==> config.mk <==
export PLATFORM = sky130hd
export DESIGN_NAME = bsin_fetch_top
export DESIGN_NICKNAME = d
export VERILOG_FILES = /design/src/rtl/bsin_pkg.sv /design/src/rtl/bsin_cursor.sv /design/src/rtl/bsin_reader.sv /design/src/rtl/bsin_lane.sv /design/src/rtl/bsin_csr.sv /design/src/rtl/bsin_fetch_top.sv
export SDC_FILE = /design/constraint.sdc
export NUM_CORES = 1
export LEC_CHECK = 0
export CAP_MARGIN = 20
export CORE_MARGIN = 2
export CORE_UTILIZATION = 25
export DETAILED_ROUTE_END_ITERATION = 10
export DONT_BUFFER_PORTS = 1
export MAX_ROUTING_LAYER = met4
export PLACE_DENSITY = 0.47
export SLEW_MARGIN = 20
export SYNTH_ARGS = -nofsm -noshare
export SYNTH_HDL_FRONTEND = slang
export SYNTH_HIERARCHICAL = 1
export SYNTH_SLANG_ARGS = --single-unit
==> constraint.sdc <==
create_clock -name clk -period 2.6 [get_ports clk]
set_input_delay 0.52 -clock clk [delete_from_list [all_inputs] [get_ports clk]]
set_output_delay 0.52 -clock clk [all_outputs]
set_load 0.05 [all_outputs]
==> src/rtl/bsin_pkg.sv <==
package bsin_pkg;

    typedef enum logic [1:0] {
        CSR_ADDR   = 2'd0,
        CSR_COUNT  = 2'd1,
        CSR_CTRL   = 2'd2,
        CSR_STATUS = 2'd3
    } csr_sel_e;

    localparam int CTRL_LE_BIT   = 0;
    localparam int CTRL_IEN_BIT  = 1;
    localparam int STAT_DONE_BIT = 0;

endpackage

==> src/rtl/bsin_cursor.sv <==
module bsin_cursor #(
    parameter int ADDR_W = 32,
    parameter int CNT_W  = 16
) (
    input  logic              clk,
    input  logic              rst_n,
    input  logic              ld_addr,
    input  logic              ld_cnt,
    input  logic [31:0]       wdata,
    input  logic              step,
    output logic [ADDR_W-1:0] addr,
    output logic [CNT_W-1:0]  cnt,
    output logic              active,
    output logic              final_byte
);

    typedef struct packed {
        logic [ADDR_W-1:0] addr;
        logic [CNT_W-1:0]  cnt;
    } cur_t;

    cur_t cur_d, cur_q;

    always_comb begin
        cur_d = cur_q;
        if (ld_addr) begin
            cur_d.addr = wdata[ADDR_W-1:0];
        end else if (step) begin
            cur_d.addr = cur_q.addr + ADDR_W'(1);
        end
        if (ld_cnt) begin
            cur_d.cnt = wdata[CNT_W-1:0];
        end else if (step) begin
            cur_d.cnt = cur_q.cnt - CNT_W'(1);
        end
    end

    always_ff @(posedge clk or negedge rst_n) begin
        if (!rst_n) begin
            cur_q <= '0;
        end else begin
            cur_q <= cur_d;
        end
    end

    assign addr       = cur_q.addr;
    assign cnt        = cur_q.cnt;
    assign active     = (cur_q.cnt != '0);
    assign final_byte = (cur_q.cnt == CNT_W'(1));

endmodule

==> src/rtl/bsin_reader.sv <==
module bsin_reader #(
    parameter int WADDR_W = 30,
    parameter int DATA_W  = 32
) (
    input  logic               clk,
    input  logic               rst_n,
    input  logic               active,
    input  logic               flush,
    input  logic               consume_last,
    input  logic [WADDR_W-1:0] word_addr,
    output logic               mem_req,
    output logic [WADDR_W-1:0] mem_word_addr,
    input  logic               mem_req_ready,
    input  logic               mem_rsp_valid,
    input  logic [DATA_W-1:0]  mem_rsp_data,
    output logic               buf_valid,
    output logic [DATA_W-1:0]  buf_word,
    output logic               rd_out
);

    typedef struct packed {
        logic              pend;
        logic              stale;
        logic              bvalid;
        logic [DATA_W-1:0] bword;
    } rd_t;

    rd_t rd_d, rd_q;
    logic accept;

    assign mem_req       = active && !rd_q.bvalid && !rd_q.pend;
    assign mem_word_addr = word_addr;
    assign accept        = mem_req && mem_req_ready;

    always_comb begin
        rd_d = rd_q;
        if (flush || consume_last) begin
            rd_d.bvalid = 1'b0;
        end
        if (accept) begin
            rd_d.pend  = 1'b1;
            rd_d.stale = flush;
        end else if (rd_q.pend && mem_rsp_valid) begin
            rd_d.pend  = 1'b0;
            rd_d.stale = 1'b0;
            if (!rd_q.stale && !flush) begin
                rd_d.bvalid = 1'b1;
                rd_d.bword  = mem_rsp_data;
            end
        end else if (rd_q.pend && flush) begin
            rd_d.stale = 1'b1;
        end
    end

    always_ff @(posedge clk or negedge rst_n) begin
        if (!rst_n) begin
            rd_q <= '0;
        end else begin
            rd_q <= rd_d;
        end
    end

    assign buf_valid = rd_q.bvalid;
    assign buf_word  = rd_q.bword;
    assign rd_out    = rd_q.pend;

endmodule

==> src/rtl/bsin_lane.sv <==
module bsin_lane #(
    parameter int DATA_W = 32,
    localparam int BYTES = DATA_W / 8,
    localparam int OFF_W = $clog2(BYTES)
) (
    input  logic [DATA_W-1:0] word,
    input  logic [OFF_W-1:0]  offset,
    input  logic              little,
    output logic [7:0]        byte_o
);

    logic [7:0] msb_first [BYTES];
    logic [7:0] lsb_first [BYTES];

    for (genvar g = 0; g < BYTES; g++) begin : g_lane
        assign msb_first[g] = word[DATA_W-1-8*g -: 8];
        assign lsb_first[g] = word[8*g +: 8];
    end

    assign byte_o = little ? lsb_first[offset] : msb_first[offset];

endmodule

==> src/rtl/bsin_csr.sv <==
module bsin_csr (
    input  logic       clk,
    input  logic       rst_n,
    input  logic       wr_ctrl,
    input  logic       wr_status,
    input  logic [1:0] ctrl_wdata,
    input  logic       status_wdata,
    input  logic       done_set,
    output logic       little,
    output logic       irq_en,
    output logic       done
);

    typedef struct packed {
        logic little;
        logic irq_en;
        logic done;
    } csr_t;

    csr_t csr_d, csr_q;

    always_comb begin
        csr_d = csr_q;
        if (wr_ctrl) begin
            csr_d.little = ctrl_wdata[bsin_pkg::CTRL_LE_BIT];
            csr_d.irq_en = ctrl_wdata[bsin_pkg::CTRL_IEN_BIT];
        end
        if (done_set) begin
            csr_d.done = 1'b1;
        end else if (wr_status && status_wdata) begin
            csr_d.done = 1'b0;
        end
    end

    always_ff @(posedge clk or negedge rst_n) begin
        if (!rst_n) begin
            csr_q <= '0;
        end else begin
            csr_q <= csr_d;
        end
    end

    assign little = csr_q.little;
    assign irq_en = csr_q.irq_en;
    assign done   = csr_q.done;

endmodule

==> src/rtl/bsin_fetch_top.sv <==
module bsin_fetch_top #(
    parameter int ADDR_W = 32,
    parameter int CNT_W  = 16,
    parameter int DATA_W = 32,
    localparam int BYTES   = DATA_W / 8,
    localparam int OFF_W   = $clog2(BYTES),
    localparam int WADDR_W = ADDR_W - OFF_W
) (
    input  logic              clk,
    input  logic              rst_n,
    input  logic              reg_wr_en,
    input  logic [1:0]        reg_addr,
    input  logic [31:0]       reg_wdata,
    output logic [31:0]       reg_rdata,
    output logic              mem_req,
    output logic [ADDR_W-1:0] mem_req_addr,
    input  logic              mem_req_ready,
    input  logic              mem_rsp_valid,
    input  logic [DATA_W-1:0] mem_rsp_data,
    output logic              fifo_push,
    output logic [7:0]        fifo_byte,
    input  logic              fifo_full,
    output logic              irq
);

    import bsin_pkg::*;

    logic              wr_addr_s, wr_cnt_s, wr_ctrl_s, wr_stat_s;
    logic [ADDR_W-1:0] addr_w;
    logic [CNT_W-1:0]  cnt_w;
    logic              active_w, final_w;
    logic              buf_valid_w, rd_out_w;
    logic [DATA_W-1:0] buf_word_w;
    logic [WADDR_W-1:0] req_word_w;
    logic              little_w, irq_en_w, done_w;
    logic              word_end_w, consume_last_w, done_set_w, flush_w;

    assign wr_addr_s = reg_wr_en && (csr_sel_e'(reg_addr) == CSR_ADDR);
    assign wr_cnt_s  = reg_wr_en && (csr_sel_e'(reg_addr) == CSR_COUNT);
    assign wr_ctrl_s = reg_wr_en && (csr_sel_e'(reg_addr) == CSR_CTRL);
    assign wr_stat_s = reg_wr_en && (csr_sel_e'(reg_addr) == CSR_STATUS);
    assign flush_w   = wr_addr_s || wr_cnt_s;

    assign fifo_push      = buf_valid_w && active_w && !fifo_full;
    assign word_end_w     = (addr_w[OFF_W-1:0] == {OFF_W{1'b1}});
    assign consume_last_w = fifo_push && (word_end_w || final_w);
    assign done_set_w     = fifo_push && final_w && !wr_cnt_s;

    bsin_cursor #(.ADDR_W(ADDR_W), .CNT_W(CNT_W)) cursor_i (
        .clk        (clk),
        .rst_n      (rst_n),
        .ld_addr    (wr_addr_s),
        .ld_cnt     (wr_cnt_s),
        .wdata      (reg_wdata),
        .step       (fifo_push),
        .addr       (addr_w),
        .cnt        (cnt_w),
        .active     (active_w),
        .final_byte (final_w)
    );

    bsin_reader #(.WADDR_W(WADDR_W), .DATA_W(DATA_W)) reader_i (
        .clk           (clk),
        .rst_n         (rst_n),
        .active        (active_w),
        .flush         (flush_w),
        .consume_last  (consume_last_w),
        .word_addr     (addr_w[ADDR_W-1:OFF_W]),
        .mem_req       (mem_req),
        .mem_word_addr (req_word_w),
        .mem_req_ready (mem_req_ready),
        .mem_rsp_valid (mem_rsp_valid),
        .mem_rsp_data  (mem_rsp_data),
        .buf_valid     (buf_valid_w),
        .buf_word      (buf_word_w),
        .rd_out        (rd_out_w)
    );

    assign mem_req_addr = {req_word_w, {OFF_W{1'b0}}};

    bsin_lane #(.DATA_W(DATA_W)) lane_i (
        .word   (buf_word_w),
        .offset (addr_w[OFF_W-1:0]),
        .little (little_w),
        .byte_o (fifo_byte)
    );

    bsin_csr csr_i (
        .clk          (clk),
        .rst_n        (rst_n),
        .wr_ctrl      (wr_ctrl_s),
        .wr_status    (wr_stat_s),
        .ctrl_wdata   (reg_wdata[1:0]),
        .status_wdata (reg_wdata[STAT_DONE_BIT]),
        .done_set     (done_set_w),
        .little       (little_w),
        .irq_en       (irq_en_w),
        .done         (done_w)
    );

    assign irq = done_w && irq_en_w;

    always_comb begin
        reg_rdata = '0;
        case (csr_sel_e'(reg_addr))
            CSR_ADDR:   reg_rdata = 32'(addr_w);
            CSR_COUNT:  reg_rdata = 32'(cnt_w);
            CSR_CTRL:   reg_rdata = {30'd0, irq_en_w, little_w};
            CSR_STATUS: reg_rdata = {31'd0, done_w};
            default:    reg_rdata = '0;
        endcase
    end

endmodule

# ---- After elaboration in Yosys (flattened, before gate mapping)
# Cells that the tools add are included.
dict set report word_totals {
  ff_bits 86
  inputBits 72
  out_inout_bits 75
  elab_cells 75
}
dict set report classes {
  n_addsub 2
  n_lt_le_gt_ge 1
  n_eq_ne 5
  muxes 22
  bitwise 2
  n_reduce_logical 34
}
# cell count
set op_table {}
lappend op_table {{case mux 32 bit (4 select lines)} 1}
lappend op_table {{two-way mux 33 bit} 3}
lappend op_table {{two-way mux 32 bit} 2}
lappend op_table {{two-way mux 8 bit} 5}
lappend op_table {{adder 32 x 1 -> 32 bit, second input constant} 1}
lappend op_table {{binary-select mux 8 bit (select 2 bit)} 2}
lappend op_table {{two-way mux 16 bit} 2}
lappend op_table {{logical AND 1 bit} 17}
lappend op_table {{equality test 16 x 1 -> 1 bit, second input constant} 1}
lappend op_table {{nonzero test 16 bit} 1}
lappend op_table {{subtractor 16 x 1 -> 16 bit, second input constant} 1}
lappend op_table {{nonzero test 2 bit} 4}
lappend op_table {{equality test 2 bit, second input constant} 3}
lappend op_table {{zero test 1 bit} 6}
lappend op_table {{two-way mux 1 bit} 6}
lappend op_table {{>= comparator 3 bit, second input constant} 1}
lappend op_table {{logical OR 1 bit} 3}
lappend op_table {{NOT 2 -> 3 bit} 1}
lappend op_table {{AND reduction 3 bit} 1}
lappend op_table {{nonzero test 3 bit} 1}
lappend op_table {{equality test 2 x 1 -> 1 bit, second input constant} 1}
lappend op_table {{zero test 2 bit} 1}
lappend op_table {{two-way mux 2 bit} 1}
lappend op_table {{NOT 1 bit} 1}

# ---- Depth between registers and ports, before layout
# Gate-level depths: netlist (run 1).
dict set report logic_depth {
  depth_word 9
  depth_mapped 11
  ltp_nobuf 9
}

# ---- By module
# Netlist (run 1), hierarchy kept.
# mod n_inst cells_per_inst area_each_um2 seq_area_each_um2
set modules_own_cells {}
lappend modules_own_cells {bsin_cursor 1 345 2931.6 1201.2}
lappend modules_own_cells {bsin_reader 1 143 1816.7 875.8}
lappend modules_own_cells {bsin_lane 1 29 550.5 0.0}
lappend modules_own_cells {bsin_fetch_top 1 68 466.7 0.0}
lappend modules_own_cells {bsin_csr 1 7 108.9 75.1}

# ---- Worst setup path after synthesis (run 1)
# OpenSTA, ideal clock, no wires.
dict set report synth_timing {
  kind {flip-flop to flip-flop}
  from {register cursor_i.cur_q, in the netlist cursor_i/cnt[11]}
  to {register cursor_i.cur_q, in the netlist cursor_i/addr[24]}
  setup_ps 139
  t_arrival_ps 2675
  t_required_ps 2461
  slack_ps -214
  path_stages_with_launch 12
  path_buffers 2
  synth_period_minus_slack_ps 2814
  path_cell_list {dfrtp_1 or3_1 or3_1 nor3_1 nand2_1 and3b_1 clkbuf_1 clkbuf_1 nand2_1 nor4_1 a211oi_1 a211oi_1}
}
dict set report synth_via {
  elab_chain_len 4
}
# element line
set synth_rtl {}
lappend synth_rtl {{start, declared} bsin_cursor.sv:22} ;# cur_t cur_d, cur_q;
lappend synth_rtl {{start signal, assigned} bsin_cursor.sv:42} ;# cur_q <= cur_d;
lappend synth_rtl {{nonzero test 16 bit} bsin_cursor.sv:48} ;# assign active = (cur_q.cnt != '0);
lappend synth_rtl {{named net active_w} bsin_fetch_top.sv:31} ;# logic active_w, final_w;
lappend synth_rtl {{logical AND 1 bit (2 in series)} bsin_fetch_top.sv:44} ;# assign fifo_push = buf_valid_w && active_w && !fifo_full;
lappend synth_rtl {{named net fifo_push} bsin_fetch_top.sv:20} ;# output logic fifo_push,
lappend synth_rtl {{nonzero test 2 bit (no line)} -}
# The timed path passes the listed nets, and every way through them passes these cells.
# A chain may end at the register's enable or synchronous reset.

# ---- Worst setup path in the final report (run 1)
dict set report layout_timing {
  from {register cursor_i.cur_q, in the netlist cursor_i/cnt[12]}
  to {output fifo_push}
}
dict set report layout_via {
  elab_chain_len 3
}
# element line
set layout_rtl {}
lappend layout_rtl {{nonzero test 16 bit} bsin_cursor.sv:48}
lappend layout_rtl {{named net active_w} bsin_fetch_top.sv:31}
lappend layout_rtl {{logical AND 1 bit (2 in series)} bsin_fetch_top.sv:44}
lappend layout_rtl {{end, declared} bsin_fetch_top.sv:20}
# The timed path passes the listed nets, and every way through them passes these cells.

==> flow_summary.yaml, run 1 <==
detailed_routing:
  drc: 0
  drt_pass1_iterations: 4
  postRouteWirelength_mm: 17.37
  ant_nets: 0
  via_per_inst: 4.833
  vias: 4466
  wl_per_cell_um: 18.80
  drtIter0Drc: 221
synth:
  ys_types: 56
  synth_edf_count: 0
  ys_seq_area_share_pct: 36.63
  syn_area_sq_um: 5874
  synth_cells: 592
  synth.avg_cell_area_sq_um: 9.923
  synth_seq_cells: 86
  synth_warnings: 6
  ys.flop_type: "dfrtp_1"
  async_reset_ff_share_pct: 100.0
floorplanning:
  dieArea_sq_um: 24740
  initial_utilization_pct: 25.25
  die_w_um: 157.3
  io_pins: 147
  die_y_um: 157.3
  num_rows: 56
  coreArea_sq_um: 23260
placed_design:
  io_buffers: 0
  place_hpwl_mm: 13.15
  gp_congestion: 0.8514
clocking:
  cts_made_buffers: 9
  cts_num_sinks: 86
  tritoncts: "yes"
  path_clk_slew_ns: 0.06
  worst_skew_pair.late_latency_ns: 0.35
  htree_levels: 3
  clk_path_buf_depth: 2
  root_buffer: "clkbuf_16"
setup_path:
  r2r_cells: 11
  worst_setup_path_start_kind: "flop"
  cp_max_fo: 4
  critPathArrivalTime_ns: 2.08
  critical_path_class: "flop to output port"
  cp.required_ns: 2.08
  end_kind: "output port"
sta:
  rsz0062_at_grt: "yes"
  worst_pin_slew_ns: 0.7330
  fin_crit_sh_pct: 100.1
  hold_viol: 0
  slew_headroom_pct: 50.95
  whs_ns: 0.09456
  setup_violations: 1
  setup_slack_ns: -0.001790
  fin_crit_ns: 2.602
  slew_viol_final: 0
  finClkSkew_ns: 0.008564
  fmax_ghz: 0.3844
pwr:
  switchingPower_mw: 3.088
  switching_share_pct: 44.03
  p_clk_share_pct: 18.8
  peakVddDrop_v: 0.0004879
  power_frac_comb_pct: 49.5
  p_int_mw: 3.925
  powerDensity_nw_per_um2: 1048
  fin_total_pwr_mw: 7.014
  p_seq_share_pct: 31.7
  leakage_nw: 2.711
finish:
  nFillCells: 2456
  final_layout_size_suffix_gt1_share_pct: 28.10
  antenna_cells: 0
  area_growth_pct: 13.89
  layout.nets: 675
outcome:
  outcome: "finished with violations"
  violations: "setup timing"
flow_run:
  drv_cap: 0
global_route:
  track_usage_pct: 14.42
  overflow: 0
  grt_max_degree: 87
  grt_pass1_vias: 4489
  antenna_found_initial: 0
  grt_pass1_wl_mm: 26.20
hold_path:
  hold_path.class: "primary input to async pin"
-- path summary, 6_finish.rpt --
check	startpoint	endpoint	slack [ns]
worst max register to register	cursor_i/cnt[12]	cursor_i/addr[25]	0.01
worst min-delay path	rst_n	reader_i/buf_word[9]	0.09
worst max-delay path	cursor_i/cnt[12]	fifo_push	-0.002
worst min register to register	csr_i/done	csr_i/done	0.51
min in group clk	mem_rsp_valid	reader_i/rd_out	0.27
max in group asynchronous	rst_n	cursor_i/addr[0]	2.14
-- stage by stage --
step                area (sq um)  util (%)  cells  setup slack [ns]   TNS [ns]
floorplan                   5903         -    593          -0.02105   -0.02105
global placement            6271     26.96    904            0.1254          0
detailed placement          6271     26.96    904           0.05492          0
CTS                         6636     28.53    923         -0.004110  -0.004110
global route                6690     28.76    924          -0.08210    -0.4181
finish                      6690     28.76    924         -0.001790  -0.001790
-- placed cells by master, fill, tap and decap left out, drive strengths merged, types with 3 or more instances in the layout --
cell and count:
inv 11, and2 22, nor4 12, dfrtp 86
clkbuf 9, nand4 18, o21ai 37, nor2 40
ha 3, a31oi 10, and3b 3, nor3 10
a311o 3, mux2i 17, mux4 17, clkinv 4
xor2 11, o31ai 6, nor2b 6, nand2 55
nor3b 3, or4 10, or3 6, mux2 42
and3 10, buf 89, and4 3, nand3b 4
xnor2 15, nand3 20
-- cells in the mapped netlist (6+ instances only) --
master	n	area [sq um]
a31oi_1	10	62.56
and2_1	22	137.6
and3_1	9	56.30
buf_4	64	480.5
buf_6	7	78.83
clkbuf_1	14	52.55
dfrtp_1	86	2152
inv_1	10	37.54
mux2_2	38	427.9
mux2i_1	17	170.2
mux4_1	15	394.1
nand2_1	54	202.7
nand3_1	20	100.1
nand4_1	16	100.1
nor2_1	40	150.1
nor2b_1	6	37.54
nor3_1	9	45.04
nor4_1	12	75.07
o21ai_0	36	180.2
o31ai_1	6	45.04
or3_1	6	37.54
or4_1	10	75.07
xnor2_1	15	131.4
xor2_1	11	96.34
-- worst max-delay path: stages, from the launching register on --
cell	delay, ns
dfrtp_1	0.38
or3_4	0.39
or3_4	0.36
nor3_4	0.14
nand2_2	0.08
and3b_2	0.22
buf_6	0.16
-- state kept, by name, summed over array words and instances (netlist names) --
signal              count
cursor_i/addr          32
reader_i/buf_word      32
cursor_i/cnt           16
csr_i/done              1
csr_i/irq_en            1
csr_i/little            1
reader_i/buf_valid      1
reader_i/rd_out         1
reader_i/rd_q           1
-- power groups by stage --
stage | registers, mW | clock network (mW) | logic (mW)
2_1_floorplan | 2.16 | 0 | 3.11
3_3_place_gp | 2.21 | 0 | 3.36
3_5_place_dp | 2.26 | 0 | 3.39
4_1_cts | 2.23 | 1.37 | 3.47
5_1_grt | 2.30 | 1.43 | 3.72
6_report | 2.23 | 1.32 | 3.47
-- area by class of cell --
class                      count  area (sq um)  area share (%)
inverter                      10         37.54          0.5611
clock inverter                 7         73.82           1.103
clock buffer                   9         225.2           3.366
sequential                    86          2155           32.21
timing repair buffer          89         715.7           10.70
tap                          319         399.1           5.966
multi-input combinational    404          3084           46.10
-- logic make-up after synthesis --
logic type	after synthesis	share of synthesized area, %
adders and majority gates	3	0.6390
xor gates and xnor gates	26	3.876
DFF	86	36.63
AOI/OAI and AO/OA	69	7.220
buffers and inverters	103	12.14
other	1	0.06384
muxes	76	18.42
and+or+nand+nor	228	21.00
-- per-layer routing --
layer / share of wire [%] / vias to the layer above / global-route usage [%]
li1: - / 2105 / -
met3: 10 / 10 / 6.663
met1: 40 / 2196 / 16.19
met5: 0 / - / -
met4: 0.73 / 0 / 2.900
met2: 49 / 155 / 23.66
-- timing repair --
item                       CTS  global route
resized for setup            6            16
hold buffers                 1             0
pin swaps                    0            11
hold endpoints to repair    86             0
setup buffers                2             1
setup endpoints to repair    5            41
No activity file was read; power rests on OpenSTA's default activity.
==> inputs of run 2 (changes only) <==
--- a/config.mk
+++ b/config.mk
@@ -12,8 +12,10 @@
 export DONT_BUFFER_PORTS = 1
 export MAX_ROUTING_LAYER = met4
 export PLACE_DENSITY = 0.47
+export SKIP_LAST_GASP = 1
 export SLEW_MARGIN = 20
 export SYNTH_ARGS = -nofsm -noshare
 export SYNTH_HDL_FRONTEND = slang
 export SYNTH_HIERARCHICAL = 1
 export SYNTH_SLANG_ARGS = --single-unit
+export TNS_END_PERCENT = 20
==> run 2 against run 1 <==
Effect of this change: the flow now finishes without violations; hold slack is essentially flat; first-iteration DRC count shrank 0.90%; clock-buffer cell count is the same; cell area shrank 0.54%; sequential power is essentially flat; die area is the same; non-clock buffer count is the same; worst setup slack gained 0.0035 ns; largest cell class unchanged; largest power group unchanged.
==> flow_summary.yaml, run 2 (synthesis results as in run 1) <==
outcome:
  outcome: "finished clean"
setup_path:
  path_cells: "buf_12 > mux4_1 > mux2_2"
  worstSetupPathDepth: 3
  critical_path_class: "flop to output port"
  end_kind: "output port"
  reg2reg_from: "cursor_i/cnt[12]"
  worst_path_max_delay_cell: "mux4_1"
  worst_setup_path_start_kind: "flop"
  cp.required_ns: 2.08
  cp_max_fo: 18
  critPathTopFamily: "multiplexers"
  crit_buf_inv: 1
  cp_slowest_stage_delay_ns: 0.58
  r2r-end: "cursor_i/addr[25]"
  critPathLaunch: "cursor_i/addr[0]"
  critPathArrivalTime_ns: 2.08
  reg2reg_setup_slack_ns: 0.03
  r2r_cells: 11
floorplanning:
  initial_utilization_pct: 25.25
  die_y_um: 157.3
  die_w_um: 157.3
  num_rows: 56
  dieArea_sq_um: 24740
  io_pins: 147
  coreArea_sq_um: 23260
sta:
  hold_viol: 0
  finClkSkew_ns: 0.008431
  slew_headroom_pct: 51.69
  fin_crit_sh_pct: 99.94
  rsz0062_at_grt: "yes"
  fin_tns_setup_ns: 0
  setup_slack_ns: 0.001682
  slew_viol_final: 0
  fmax_ghz: 0.3849
  setup_violations: 0
  fin_crit_ns: 2.598
  worst_pin_slew_ns: 0.7247
detailed_routing:
  ant_nets: 0
  drtIter0Drc: 219
  via_per_inst: 4.825
  postRouteWirelength_mm: 17.30
  drc: 0
  wl_per_cell_um: 18.73
  vias: 4458
  drt_pass1_iterations: 4
finish:
  final_util_pct: 28.60
  fin_area_sq_um: 6654
  final_cell_mix: "86 x dfrtp_1, 85 x buf_4, 54 x nand2_1, 40 x nor2_1, 38 x mux2_2"
  area_growth_pct: 13.27
  layout.nets: 675
  mostFrequentLayoutCell: "dfrtp_1"
  antenna_cells: 0
  nFillCells: 2464
  final_layout_size_suffix_gt1_share_pct: 26.78
global_route:
  grt_pass1_vias: 4485
  overflow: 0
  antenna_found_initial: 0
  grt_max_degree: 87
  track_usage_pct: 14.41
  grt_pass1_wl_mm: 26.19
clocking:
  cts_num_sinks: 86
  clk_path_buf_depth: 2
  tritoncts: "yes"
  root_buffer: "clkbuf_16"
  path_clk_slew_ns: 0.06
  worst_skew_pair.late_latency_ns: 0.35
  htree_levels: 3
  cts_made_buffers: 9
placed_design:
  placed_cell_area_sq_um: 6271
  place_hpwl_mm: 13.15
  place_ws_ns: 0.05492
  io_buffers: 0
  gp_congestion: 0.8514
hold_path:
  hold_path.class: "primary input to async pin"
pwr:
  peakVddDrop_v: 0.0004884
  fin_total_pwr_mw: 6.988
  leakage_nw: 2.707
  powerDensity_nw_per_um2: 1050
flow_run:
  drv_cap: 0
run 2: cell type report:
class                           count  area (sq um)  area share (%)
Timing Repair Buffer               89         708.2           10.64
Clock inverter                      7         73.82           1.109
Tap cell                          319         399.1           5.999
Multi-Input combinational cell    404          3058           45.96
Inverter                           10         37.54          0.5641
Clock buffer                        9         225.2           3.385
Sequential cell                    86          2152           32.34
run 2: per-stage QoR:
step                      hold slack [ns]  std cells
after global routing               0.1012        924
after floorplan                    0.2244        593
final                             0.09452        924
after global placement             0.2285        904
after CTS                          0.1029        923
after detailed placement           0.2286        904
run 2: worst max path at each step:
stage	to
3_5_place_dp	cursor_i/addr[26]
3_3_place_gp	cursor_i/addr[22]
5_1_grt	cursor_i/addr[31]
2_1_floorplan	cursor_i/addr[31]
6_report	fifo_byte[4]
4_1_cts	cursor_i/addr[26]
run 2: metal layers:
| metal | wire (um) | track usage, % |
|---|---|---|
| met5 | 0 | - |
| met4 | 126 | 2.900 |
| met3 | 1731 | 6.663 |
| met2 | 8490 | 23.62 |
| met1 | 6954 | 16.19 |
run 2: what timing repair did:
action,4_1_cts,5_1_grt
endpoints found under the hold margin,86,0
hold buffers,1,0
resized for setup,2,7
endpoints found under the setup margin,5,42
setup buffers,2,1
pin swaps,0,7
run 2: where the power goes:
part / internal [mW] / switching [mW]
clock network: 0.748 / 0.564
registers: 1.80 / 0.423
logic: 1.37 / 2.08
run 2: worst reg2reg max path: cells and delay by family (launching register included):
kind / cells / cell delay (ns)
simple gates: 8 / 1.49
flops: 1 / 0.38
buf+inv: 2 / 0.30
compound gates: 1 / 0.29
==> inputs of run 3 (changes only) <==
--- a/config.mk
+++ b/config.mk
@@ -5,13 +5,14 @@
 export SDC_FILE = /design/constraint.sdc
 export NUM_CORES = 1
 export LEC_CHECK = 0
+export BUFFER_PORTS_ARGS = -buffer_cell sky130_fd_sc_hd__buf_2
 export CAP_MARGIN = 20
 export CORE_MARGIN = 2
 export CORE_UTILIZATION = 25
 export DETAILED_ROUTE_END_ITERATION = 10
-export DONT_BUFFER_PORTS = 1
+export GPL_TIMING_DRIVEN = 0
 export MAX_ROUTING_LAYER = met4
-export PLACE_DENSITY = 0.47
+export PLACE_DENSITY = 0.52
 export SKIP_LAST_GASP = 1
 export SLEW_MARGIN = 20
 export SYNTH_ARGS = -nofsm -noshare
==> run 3 against run 2 <==
Effect of this change: critical path depth rose by 3; non-clock buffer count is 157 higher; clock power rose by 4%; combinational power increased by 16%; critical path type unchanged; final cell count increased by 17%; via count grew 14%; the run now ends with setup timing left; maximum frequency decreased by 4.6%; clock-buffer cell count increased by 2.
==> flow_summary.yaml, run 3 (synthesis results as in run 1) <==
sta:
  setup_slack_ns: -0.1250
  fmax_ghz: 0.3670
  fin_crit_sh_pct: 104.8
  hold_viol: 0
  setup_violations: 9
  slew_headroom_pct: 51.54
  slew_viol_final: 0
  rsz0062_at_grt: "yes"
  finClkSkew_ns: 0.009140
  worst_pin_slew_ns: 0.7202
  whs_ns: 0.07386
  fin_tns_setup_ns: -0.2728
  fin_crit_ns: 2.725
setup_path:
  critPathLaunch: "cursor_i/cnt[12]"
  cp_max_fo: 7
  worst_setup_path_start_kind: "flop"
  critPathArrivalTime_ns: 2.20
  endpoint: "fifo_push"
  reg2reg_setup_slack_ns: -0.05
  critical_path_class: "flop to output port"
  cp.required_ns: 2.08
  r2r-end: "cursor_i/addr[31]"
  r2r_cells: 10
  reg2reg_from: "cursor_i/cnt[12]"
  end_kind: "output port"
placed_design:
  placed_cell_area_sq_um: 7057
  place_ws_ns: -0.3322
  place_hpwl_mm: 13.88
  io_buffers: 144
  gp_congestion: 0.8282
  placedCellCount: 1057
global_route:
  overflow: 0
  grt_pass1_vias: 4919
  top_usage_layer: "met2"
  antenna_found_initial: 0
  track_usage_pct: 15.17
  gr-usage-met1_pct: 20.13
  grt_pass1_wl_mm: 27.72
  grt_use_met3_pct: 2.643
  grt_max_degree: 50
  use_met2_pct: 24.25
outcome:
  outcome: "finished with violations"
  violations: "setup timing"
detailed_routing:
  wl_per_cell_um: 17.00
  postRouteWirelength_mm: 18.37
  drt_pass1_iterations: 4
  vias: 5066
  drc: 0
  ant_nets: 0
  via_per_inst: 4.686
  drtIter0Drc: 234
pwr:
  power_frac_comb_pct: 51.9
  switching_share_pct: 42.31
  peakVddDrop_v: 0.0006583
  p_int_mw: 4.450
  switchingPower_mw: 3.263
  p_seq_share_pct: 30.5
  fin_total_pwr_mw: 7.713
  powerDensity_nw_per_um2: 1013
  leakage_nw: 3.342
  p_clk_share_pct: 17.6
finish:
  final_layout_size_suffix_gt1_share_pct: 42.91
  mostFrequentLayoutCell: "buf_2"
  fin_cells: 1081
  final_cell_mix: "143 x buf_2, 77 x dfrtp_1, 76 x buf_4, 52 x nand2_1, 38 x mux2_2"
  fin_area_sq_um: 7611
  area_growth_pct: 29.56
  layout.nets: 832
  final_util_pct: 32.72
  antenna_cells: 0
floorplanning:
  num_rows: 56
  initial_utilization_pct: 25.25
  io_pins: 147
  die_y_um: 157.3
  dieArea_sq_um: 24740
  coreArea_sq_um: 23260
  die_w_um: 157.3
clocking:
  root_buffer: "clkbuf_16"
  cts_num_sinks: 86
  cts_made_buffers: 9
  tritoncts: "yes"
  htree_levels: 3
  clk_path_buf_depth: 2
  path_clk_slew_ns: 0.07
  worst_skew_pair.late_latency_ns: 0.35
flow_run:
  drv_cap: 0
hold_path:
  hold_path.class: "primary input to async pin"
-- run 3: changes by cell type in the layout (fill, tap and decap cells not counted), sizes merged --
| cell | previous run | this run |
|---|---|---|
| inv | 11 | 10 |
| clkbuf | 9 | 22 |
| dlygate4sd3 | 0 | 2 |
| buf | 89 | 233 |
| clkinv | 4 | 1 |
| clkinvlp | 1 | 3 |
-- run 3: how the worst min path moves through the flow --
stage                           from                    end
2_1_floorplan                  rst_n             csr_i/done
3_3_place_gp   reader_i/buf_word[30]  reader_i/buf_word[30]
3_5_place_dp                   rst_n   reader_i/buf_word[3]
4_1_cts                        rst_n   reader_i/buf_word[3]
5_1_grt                        rst_n   reader_i/buf_word[3]
6_report                       rst_n   reader_i/buf_word[3]
-- run 3: cell type report --
type | count | area [sq um]
multi-input combinational | 404 | 3146
clock buffer | 11 | 252.7
clock inverter | 5 | 57.56
fill | 2472 | 15650
buffer | 91 | 704.4
timing repair buffer | 155 | 850.8
sequential | 86 | 2163
inverter | 10 | 37.54
tap | 319 | 399.1
-- run 3: routing by layer --
metal | wire, um | share of wire [%]
met1 | 8724 | 47
met2 | 8522 | 46
met3 | 885 | 4.8
met4 | 240 | 1.3
met5 | 0 | 0
-- run 3: worst max-delay path, stage by stage, from the launching register on --
cell and delay (ns):
dfrtp_1 0.38, or3_4 0.38, or3_4 0.35, nor3_4 0.17, nand2_2 0.10, and3b_2 0.29
buf_8 0.18
-- run 3: timing repair --
action	4_1_cts	5_1_grt
resized for setup	22	27
hold buffers	0	0
pin swaps	7	9
cloned	1	0
endpoints found under the setup margin	62	64
setup buffers	7	2
-- run 3: power groups by stage --
stage	Sequential [mW]	Clock (mW)	Combinational, mW
finish	2.36	1.36	4.00
global route	2.45	1.45	4.27
CTS	2.33	1.41	3.97
detailed placement	2.36	0	3.79
global placement	2.34	0	3.76
floorplan	2.16	0	3.11
